`config.mk`:
```
export PLATFORM = sky130hd
export DESIGN_NAME = raster_timing_gen
export DESIGN_NICKNAME = d
export VERILOG_FILES = /design/src/rtl/rtg_pkg.sv /design/src/rtl/rtg_ctrl.sv /design/src/rtl/rtg_dpath.sv /design/src/rtl/raster_timing_gen.sv
export SDC_FILE = /design/constraint.sdc
export NUM_CORES = 1
export LEC_CHECK = 0
export ABC_AREA = 0
export CORE_MARGIN = 2
export CORE_UTILIZATION = 51
export DETAILED_ROUTE_END_ITERATION = 6
export DONT_BUFFER_PORTS = 1
export PLACE_DENSITY_LB_ADDON = 0.3
export REMOVE_ABC_BUFFERS = 1
export SETUP_SLACK_MARGIN = 0.3
export SYNTH_ARGS = -nofsm -noshare
export SYNTH_HDL_FRONTEND = slang
export SYNTH_SLANG_ARGS = --single-unit
```
`constraint.sdc`:
```
create_clock -name clk -period 6.31 [get_ports clk]
set_clock_uncertainty 0.2 [all_clocks]
set_input_delay 0.631 -clock clk [delete_from_list [all_inputs] [get_ports clk]]
set_output_delay 0.631 -clock clk [all_outputs]
set_load 0.01 [all_outputs]
```
`src/rtl/rtg_pkg.sv`:
```
package rtg_pkg;
  parameter int H_BITS = 12;
  parameter int V_BITS = 11;
  parameter int ADDR_W = 4;
  parameter int DATA_W = 32;
  localparam int H_LSB = 16;
  localparam int NUM_TREG = 4;

  typedef enum logic [ADDR_W-1:0] {
    REG_SYNC   = 4'd0,
    REG_BPORCH = 4'd1,
    REG_ACTIVE = 4'd2,
    REG_TOTAL  = 4'd3,
    REG_CTRL   = 4'd4,
    REG_RELOAD = 4'd5,
    REG_LINE   = 4'd6,
    REG_BGCOL  = 4'd7,
    REG_IRQCLR = 4'd8
  } regSel_e;

  typedef struct packed {
    logic [H_BITS-1:0] syncH;
    logic [H_BITS-1:0] bpH;
    logic [H_BITS-1:0] actH;
    logic [H_BITS-1:0] totH;
    logic [V_BITS-1:0] syncV;
    logic [V_BITS-1:0] bpV;
    logic [V_BITS-1:0] actV;
    logic [V_BITS-1:0] totV;
  } timing_t;

  typedef struct packed {
    logic enable;
    logic hsHigh;
    logic vsHigh;
    logic deHigh;
    logic clkInv;
  } ctlCfg_t;

  typedef struct packed {
    logic frameEnd;
    logic lineHit;
  } dpEvt_t;
endpackage

```
`src/rtl/rtg_ctrl.sv`:
```
module rtg_ctrl
  import rtg_pkg::*;
(
  input  logic                clk,
  input  logic                rst_n,
  input  logic                wrEn,
  input  logic [ADDR_W-1:0]   wrAddr,
  input  logic [DATA_W-1:0]   wrData,
  input  dpEvt_t              evt,
  output timing_t             actT,
  output ctlCfg_t             cfg,
  output logic [V_BITS-1:0]   linePos,
  output logic [DATA_W-1:0]   bgCol,
  output logic                irqFlag
);
  logic [NUM_TREG-1:0][H_BITS-1:0] actHv;
  logic [NUM_TREG-1:0][V_BITS-1:0] actVv;
  logic [DATA_W-1:0] shBg;
  logic reqImm, reqVb, copyNow;
  logic wrReload, wrClear;

  assign wrReload = wrEn && (wrAddr == REG_RELOAD);
  assign wrClear  = wrEn && (wrAddr == REG_IRQCLR) && wrData[0];
  assign copyNow  = reqImm || (reqVb && (!cfg.enable || evt.frameEnd));

  for (genvar i = 0; i < NUM_TREG; i++) begin : gTreg
    logic [H_BITS-1:0] hSh, hAct;
    logic [V_BITS-1:0] vSh, vAct;
    always_ff @(posedge clk or negedge rst_n) begin
      if (!rst_n) begin
        hSh <= '0; vSh <= '0; hAct <= '0; vAct <= '0;
      end else begin
        if (copyNow) begin
          hAct <= hSh;
          vAct <= vSh;
        end
        if (wrEn && (wrAddr == ADDR_W'(i))) begin
          hSh <= wrData[H_LSB +: H_BITS];
          vSh <= wrData[V_BITS-1:0];
        end
      end
    end
    assign actHv[i] = hAct;
    assign actVv[i] = vAct;
  end

  always_comb begin
    actT.syncH = actHv[0];
    actT.bpH   = actHv[1];
    actT.actH  = actHv[2];
    actT.totH  = actHv[3];
    actT.syncV = actVv[0];
    actT.bpV   = actVv[1];
    actT.actV  = actVv[2];
    actT.totV  = actVv[3];
  end

  always_ff @(posedge clk or negedge rst_n) begin
    if (!rst_n) begin
      shBg <= '0; bgCol <= '0;
      reqImm <= 1'b0; reqVb <= 1'b0;
      cfg <= '0; linePos <= '0; irqFlag <= 1'b0;
    end else begin
      if (copyNow) bgCol <= shBg;
      if (wrEn && (wrAddr == REG_BGCOL)) shBg <= wrData;
      reqImm <= (copyNow ? 1'b0 : reqImm) | (wrReload & wrData[0]);
      reqVb  <= (copyNow ? 1'b0 : reqVb)  | (wrReload & wrData[1]);
      if (wrEn && (wrAddr == REG_CTRL)) begin
        cfg.enable <= wrData[0];
        cfg.clkInv <= wrData[28];
        cfg.deHigh <= wrData[29];
        cfg.vsHigh <= wrData[30];
        cfg.hsHigh <= wrData[31];
      end
      if (wrEn && (wrAddr == REG_LINE)) linePos <= wrData[V_BITS-1:0];
      if (evt.lineHit) irqFlag <= 1'b1;
      else if (wrClear) irqFlag <= 1'b0;
    end
  end


  irq_set_chk: assert property (@(posedge clk) disable iff (!rst_n)
    evt.lineHit |=> irqFlag);

  req_clear_chk: assert property (@(posedge clk) disable iff (!rst_n)
    (reqVb && evt.frameEnd && !wrReload) |=> !reqVb);

  imm_clear_chk: assert property (@(posedge clk) disable iff (!rst_n)
    (reqImm && !wrReload) |=> !reqImm);
endmodule

```
`src/rtl/rtg_dpath.sv`:
```
module rtg_dpath
  import rtg_pkg::*;
(
  input  logic               clk,
  input  logic               rst_n,
  input  timing_t            tim,
  input  ctlCfg_t            cfg,
  input  logic [V_BITS-1:0]  linePos,
  output logic [H_BITS-1:0]  hCnt,
  output logic [V_BITS-1:0]  vCnt,
  output logic               hsync,
  output logic               vsync,
  output logic               de,
  output dpEvt_t             evt
);
  logic hEnd, vEnd, hsAct, vsAct, deAct;

  assign hEnd = (hCnt >= tim.totH);
  assign vEnd = (vCnt >= tim.totV);

  always_ff @(posedge clk or negedge rst_n) begin
    if (!rst_n) begin
      hCnt <= '0; vCnt <= '0;
    end else if (!cfg.enable) begin
      hCnt <= '0; vCnt <= '0;
    end else if (hEnd) begin
      hCnt <= '0;
      vCnt <= vEnd ? '0 : vCnt + 1'b1;
    end else begin
      hCnt <= hCnt + 1'b1;
    end
  end

  always_comb begin
    hsAct = cfg.enable && (hCnt <= tim.syncH);
    vsAct = cfg.enable && (vCnt <= tim.syncV);
    deAct = cfg.enable && (hCnt > tim.bpH) && (hCnt <= tim.actH)
                       && (vCnt > tim.bpV) && (vCnt <= tim.actV);
    hsync = cfg.hsHigh ? hsAct : ~hsAct;
    vsync = cfg.vsHigh ? vsAct : ~vsAct;
    de    = cfg.deHigh ? deAct : ~deAct;
    evt.frameEnd = cfg.enable && hEnd && vEnd;
    evt.lineHit  = cfg.enable && (hCnt == '0) && (vCnt == linePos);
  end


  idle_hold_chk: assert property (@(posedge clk) disable iff (!rst_n)
    !cfg.enable |=> (hCnt == '0 && vCnt == '0));

  h_step_chk: assert property (@(posedge clk) disable iff (!rst_n)
    (cfg.enable && hCnt < tim.totH) |=> (hCnt == $past(hCnt) + 1'b1));

  h_wrap_chk: assert property (@(posedge clk) disable iff (!rst_n)
    (cfg.enable && hCnt >= tim.totH) |=> (hCnt == '0));

  v_hold_chk: assert property (@(posedge clk) disable iff (!rst_n)
    (cfg.enable && hCnt < tim.totH) |=> $stable(vCnt));
endmodule

```
`src/rtl/raster_timing_gen.sv`:
```
module raster_timing_gen
  import rtg_pkg::*;
(
  input  logic              clk,
  input  logic              rst_n,
  input  logic              wrEn,
  input  logic [3:0]        wrAddr,
  input  logic [31:0]       wrData,
  output logic              hsync,
  output logic              vsync,
  output logic              de,
  output logic              pclkInvert,
  output logic [31:0]       posStatus,
  output logic              lineIrq,
  output logic [31:0]       bgColor
);
  timing_t           actT;
  ctlCfg_t           cfg;
  dpEvt_t            evt;
  logic [V_BITS-1:0] linePos;
  logic [H_BITS-1:0] hCnt;
  logic [V_BITS-1:0] vCnt;

  rtg_ctrl u_ctrl (
    .clk(clk), .rst_n(rst_n), .wrEn(wrEn), .wrAddr(wrAddr), .wrData(wrData),
    .evt(evt), .actT(actT), .cfg(cfg), .linePos(linePos),
    .bgCol(bgColor), .irqFlag(lineIrq)
  );

  rtg_dpath u_dpath (
    .clk(clk), .rst_n(rst_n), .tim(actT), .cfg(cfg), .linePos(linePos),
    .hCnt(hCnt), .vCnt(vCnt), .hsync(hsync), .vsync(vsync), .de(de),
    .evt(evt)
  );

  assign pclkInvert = cfg.clkInv;

  always_comb begin
    posStatus = '0;
    posStatus[H_LSB +: H_BITS] = hCnt;
    posStatus[V_BITS-1:0]      = vCnt;
  end
endmodule

```
# Yosys cells after proc, flatten, opt, wreduce, memory -nomap -nowiden

Cells that the tools add are included.

$add $sub $neg: 2
Order comparisons: 8
Eq/ne operators: 10
Mux-type cells: 12
Bitwise logic cells: 7
Reductions and logical operators: 27

Operators by type and width:

| operator                | count |
|---|---|
| $mux W11                | 3 |
| $le A12 B12 Y1          | 2 |
| $mux W12                | 2 |
| $le A11 B11 Y1          | 2 |
| $logic_and A1 B1 Y1     | 21 |
| $eq A4 B3 Y1 const B    | 4 |
| $add A12 B1 Y12 const B | 1 |
| $ge A12 B12 Y1          | 1 |
| $gt A12 B12 Y1          | 1 |
| $logic_not A12 Y1       | 1 |
| $add A11 B1 Y11 const B | 1 |
| $eq A11 B11 Y1          | 1 |
| $ge A11 B11 Y1          | 1 |
| $gt A11 B11 Y1          | 1 |
| $eq A4 B2 Y1 const B    | 2 |
| $mux W1                 | 7 |
| $eq A4 B1 Y1 const B    | 1 |
| $eq A4 B4 Y1 const B    | 1 |
| $logic_not A4 Y1        | 1 |
| $not A1 Y1              | 3 |
| $and A1 B1 Y1           | 2 |
| $logic_or A1 B1 Y1      | 2 |
| $ne A2 B1 Y1 const B    | 1 |
| $or A1 B1 Y1            | 2 |
| other kinds (2)         | 2 |

Register bits after elaboration: 290
Input port bits: 39
Output and inout bits: 69
Word-level logic and storage cells: 95

# Depth between registers and ports, before layout

Depth in word-level cells: 8
Mapped depth: 11
Depth with buffers taken out: 8

# Hierarchy

From an unflattened synthesis, not the netlist that was laid out.

Cell total of the unflattened synthesis: 1036
Area, all modules: 13693.1 µm²

Modules (own cells, without submodules):

| module            | instances | cells each | area an instance (µm²) | seq. area each (µm²) |
|---|---|---|---|---|
| rtg_ctrl          | 1         | 576        | 9954.5                 | 6681.4 |
| rtg_dpath         | 1         | 450        | 3667.3                 | 575.6 |
| raster_timing_gen | 1         | 10         | 71.3                   | 0.0 |

# Least setup slack after synthesis

OpenSTA, ideal clock, no wires.

Kind: register to register
Start: reg u_dpath.hCnt[0]
End: reg u_ctrl.bgCol[0]
Library setup time: 0.125 ns
Data arrival time: 2.653 ns
Data required time: 5.985 ns
Setup slack: 3.332 ns
Stages on the path, launching flop included: 12
Buffers on the path: 3
Period minus slack after synthesis: 2.978 ns
Cells stage by stage: dfrtp_1 > inv_1 > ha_1 > nand2b_1 > a21o_1 > a211o_1 > a211oi_2 > o31a_1 > buf_6 > buf_6 > buf_6 > mux2_4

Cells in the longest elaborated chain, start to end: 6

RTL lines:

| what                             | line            | source |
|---|---|---|
| start: declaration               | rtg_dpath.sv:9  | `output logic [H_BITS-1:0] hCnt,` |
| start signal: assignment         | rtg_dpath.sv:30 | `hCnt <= hCnt + 1'b1;` |
| $ge A12 B12 Y1                   | rtg_dpath.sv:18 | `assign hEnd = (hCnt >= tim.totH);` |
| $logic_and A1 B1 Y1 (2 in a row) | rtg_dpath.sv:42 | `evt.frameEnd = cfg.enable && hEnd && vEnd;` |
| $logic_or A1 B1 Y1               | rtg_ctrl.sv:24  | `assign copyNow = reqImm \|\| (reqVb && (!cfg.enable \|\| evt.frameEnd));` |
| $logic_and A1 B1 Y1              | rtg_ctrl.sv:24  |  |
| $logic_or A1 B1 Y1               | rtg_ctrl.sv:24  |  |
| end signal: assignment           | rtg_ctrl.sv:64  | `if (copyNow) bgCol <= shBg;` |
| end: declaration                 | rtg_ctrl.sv:13  | `output logic [DATA_W-1:0] bgCol,` |

No other way between the ends.
A chain may end at the register's enable or synchronous reset.

# Worst setup path in the final report

Start: reg u_dpath.hCnt[1]
End: out de

Cells in the longest elaborated chain, start to end: 7
Elaborated cells on any way between the ends: 8
Classes of those cells: order compare (2); mux (1); bitwise (1); reduce/logical (4)

RTL lines:

| what                                 | line                    | source |
|---|---|---|
| $gt A12 B12 Y1                       | rtg_dpath.sv:37         | `deAct = cfg.enable && (hCnt > tim.bpH) && (hCnt <= tim.actH)` |
| $logic_and A1 B1 Y1                  | rtg_dpath.sv:37         |  |
| $logic_and A1 B1 Y1 (*)              | rtg_dpath.sv:37         |  |
| $logic_and A1 B1 Y1 (*) (2 in a row) | rtg_dpath.sv:38         | `&& (vCnt > tim.bpV) && (vCnt <= tim.actV);` |
| $not A1 Y1                           | rtg_dpath.sv:41         | `de = cfg.deHigh ? deAct : ~deAct;` |
| $mux W1 (*)                          | rtg_dpath.sv:41         |  |
| end: declaration                     | raster_timing_gen.sv:11 | `output logic de,` |

Every way passes the cells marked *; elsewhere a longest branch is shown, timed or not.

==> impl_metrics.yaml <==
status:
  status: "finished with violations"
  violations: "negative hold slack"
critical_path:
  path_class: "reg2out"
  critPathSlowestCell: "dfrtp_1"
  path_cells: "ha_1 > nor2b_1 > o211ai_1 > a211oi_1 > a2111oi_0 > nand4b_1 > xor2_1"
  crit_arrival_ns: 3.20
  end_kind: "output port"
  critPathBufInv: 0
  crit_family: "compound AO/OA/AOI/OAI gates"
  crit_required_ns: 5.48
  worstPathMaxFanout: 11
  worst_path_largest_cell_delay_ns: 0.67
  start_kind: "register"
clock_tree:
  cts_tree: "built"
  h-tree-depth: 1
  root_buffer: "clkbuf_16"
  cts_sinks: 290
  cts_buffer_depth: 3
  cts_inserted_buffers: 31
  postCtsSetupRepairBufs: 0
  path_clk_slew_ns: 0.06
  clk_latency_ns: 0.56
route:
  drc_errors: 0
  via_per_inst: 5.55
  postRouteWirelength_um: 28600
  drtIter0Drc: 435
  wl_per_cell_um: 19.9
  routed-wl-met3_um: 1260
  top_layer: "met4"
  wl_met2_um: 14100
  num_vias: 7986
  drtPass1Iterations: 4
  antenna_left: 0
  m1WireLength_um: 12700
synth:
  synth_area_per_cell_sq_um: 13.3
  ys_top_cells_by_area: "dfrtp_1, mux2_2, ha_1"
  netlist.area_leader.share_pct: 52.3
  async_flop_share_pct: 100
  synth_top_cell_by_area: "dfrtp_1"
  synthTopCellsByCount: "dfrtp_1, mux2_2, ha_1"
  ys.flop_type: "dfrtp_1"
  syn_inst: 1040
  yosysMostFrequentCell: "dfrtp_1"
  synth_edf_count: 0
  syn_area_sq_um: 13900
  ys_ff_latch: 290
  yosys_warnings: 0
  synth.distinct_cells: 54
  synth-seq-area-share_pct: 52.3
place:
  place_area_sq_um: 14100
  dp_hpwl_um: 18500
  place_congestion: 0.795
  numPortBuffers: 0
  dp.cells: 1356
finish:
  final_cells: 1438
  design_area_sq_um: 15500
  syn2layout_area_growth_pct: 11.5
  finalNetCount: 1204
  drive_gt1_share_pct: 31.1
floorplan:
  top_level_ports: 108
  start_util_pct: 51.7
  die_h_um: 169
  core_area_sq_um: 26800
  die_area_sq_um: 28500
  num_rows: 60
  die_width_um: 169
timing:
  setup_viol: 0
  hold_viol: 290
  min_period_ns: 4.03
  tightest_slew_ns: 0.919
  whs_ns: -0.428
  fmax_ghz: 0.248
  final.setup.tns_ns: 0
  fin_crit_sh_pct: 63.9
  rsz0062_at_grt: "no"
  slew_violations: 0
  timing.slew.headroom_pct: 38.8
hold_path:
  min_path_type: "in2async"
global_route:
  first_global_vias: 8219
  grt_max_degree: 291
  groute.usage.overall_pct: 20.5
  grt_pass1_wl_um: 46100
  antenna_found_initial: 0
  grt_overflow_total: 0
power:
  pwr-share-clk_pct: 30.7
  vdd_drop_max_mv: 0.289
  internal-power_w: 0.00441
  power_density_nw_per_um2: 402
  p_leak_nw: 7.50
  sw_frac_of_total_pct: 29.2
  combPwrFrac_pct: 24.1
  power.switching_w: 0.00182
  pwr-share-seq_pct: 45.2
job:
  cap_violations: 0
==> worst paths after layout <==
path / slack [ns] / depth (start not counted) / endpoint / startpoint
setup / recovery: 2.28 / 7 / de / u_dpath.hCnt[1]
hold / removal: -0.43 / 0 / u_ctrl.bgCol[18] / rst_n
setup reg to reg: 2.28 / 10 / u_ctrl.gTreg[2].vAct[7] / u_dpath.hCnt[0]
hold reg to reg: 0.26 / 1 / u_ctrl.reqVb / u_ctrl.reqImm
max in group asynchronous: 5.85 / 0 / u_ctrl.bgCol[6] / rst_n
min in group clk: 0.02 / 1 / u_ctrl.gTreg[2].hSh[3] / wrData[19]
==> power groups by stage <==
| stage | logic (W) | clock network [W] | registers [W] |
|---|---|---|---|
| 2_1_floorplan | 0.00121 | 0 | 0.00272 |
| 3_3_place_gp | 0.00145 | 0 | 0.00283 |
| 3_5_place_dp | 0.00149 | 0 | 0.00285 |
| 4_1_cts | 0.00151 | 0.00195 | 0.00282 |
| 5_1_grt | 0.00169 | 0.00203 | 0.00289 |
| 6_report | 0.00150 | 0.00191 | 0.00282 |
==> per-layer routing <==
metal / GRT usage (%) / vias to the layer above
met3: 3.44 / 41
li1: - / 3730
met1: 28.1 / 4082
met2: 34.3 / 133
met5: 0 / -
met4: 4.69 / 0
==> logic make-up after synthesis <==
family	count (synthesis)	synth area share, %
fa+ha+maj	95	8.57
compound gates	106	5.05
mux	265	23.1
flops	290	52.3
xor+xnor	22	1.39
other cells	1	0.0270
buf+inv	131	4.29
simple gates	130	5.21
==> placed cells by master, fill, tap and decap left out, types with 6 or more instances in the layout <==
cell type,instances
xor2_1,11
nor2b_1,9
nor3_1,6
nand2_1,19
dlygate4sd3_1,22
conb_1,9
mux2_2,205
clkinvlp_4,6
a21o_1,18
a21oi_1,37
or3_1,7
mux2_4,60
inv_1,91
xnor2_1,11
nand3_1,17
dfrtp_1,290
and3_1,7
ha_1,95
nand4_1,19
o21ai_0,18
nor2_1,20
clkbuf_16,31
buf_4,7
clkbuf_8,7
==> per-stage QoR <==
stage	worst slack [ns]	util, %	power [W]
4_1_cts	2.24	57.4	0.00628
2_1_floorplan	-0.286	-	0.00394
6_report	2.28	57.7	0.00622
3_5_place_dp	2.26	52.8	0.00434
5_1_grt	2.07	57.7	0.00660
3_3_place_gp	2.30	52.8	0.00428
==> registers in the layout, summed over array words and instances (netlist names) <==
register,flops
u_ctrl.gTreg.vSh,44
u_ctrl.linePos,11
u_ctrl.gTreg.vAct,44
u_ctrl.reqVb,1
u_ctrl.gTreg.hAct,48
u_dpath.vCnt,11
u_ctrl.bgCol,32
u_ctrl.gTreg.hSh,48
u_ctrl.irqFlag,1
u_ctrl.reqImm,1
u_dpath.hCnt,12
u_ctrl.shBg,32
u_ctrl.cfg,5
==> worst reg2reg max path: cells and delay by family (launching register included) <==
kind	cells	cell delay (ns)
and+or+nand+nor	1	0.14
muxes	1	0.41
adders and majority gates	1	0.32
AOI/OAI and AO/OA	4	1.02
buffers and inverters	3	1.31
DFF	1	0.51
==> final cells by class <==
class,instances,area [sq um]
Fill cell,2191,11300
Sequential cell,290,7260
Multi-Input combinational cell,627,6070
Clock buffer,41,883
Tap cell,341,427
Inverter,91,342
Timing Repair Buffer,29,273
Clock inverter,17,211
Antenna cell,2,5.00
==> what timing repair did <==
| action | 4_1_cts | 5_1_grt |
|---|---|---|
| setup endpoints to repair | 0 | 0 |
| gates resized for setup | 0 | 0 |
| hold buffers | 14 | 8 |
| hold endpoints to repair | 310 | 300 |
Note: power is estimated with default switching activity, not from simulation.
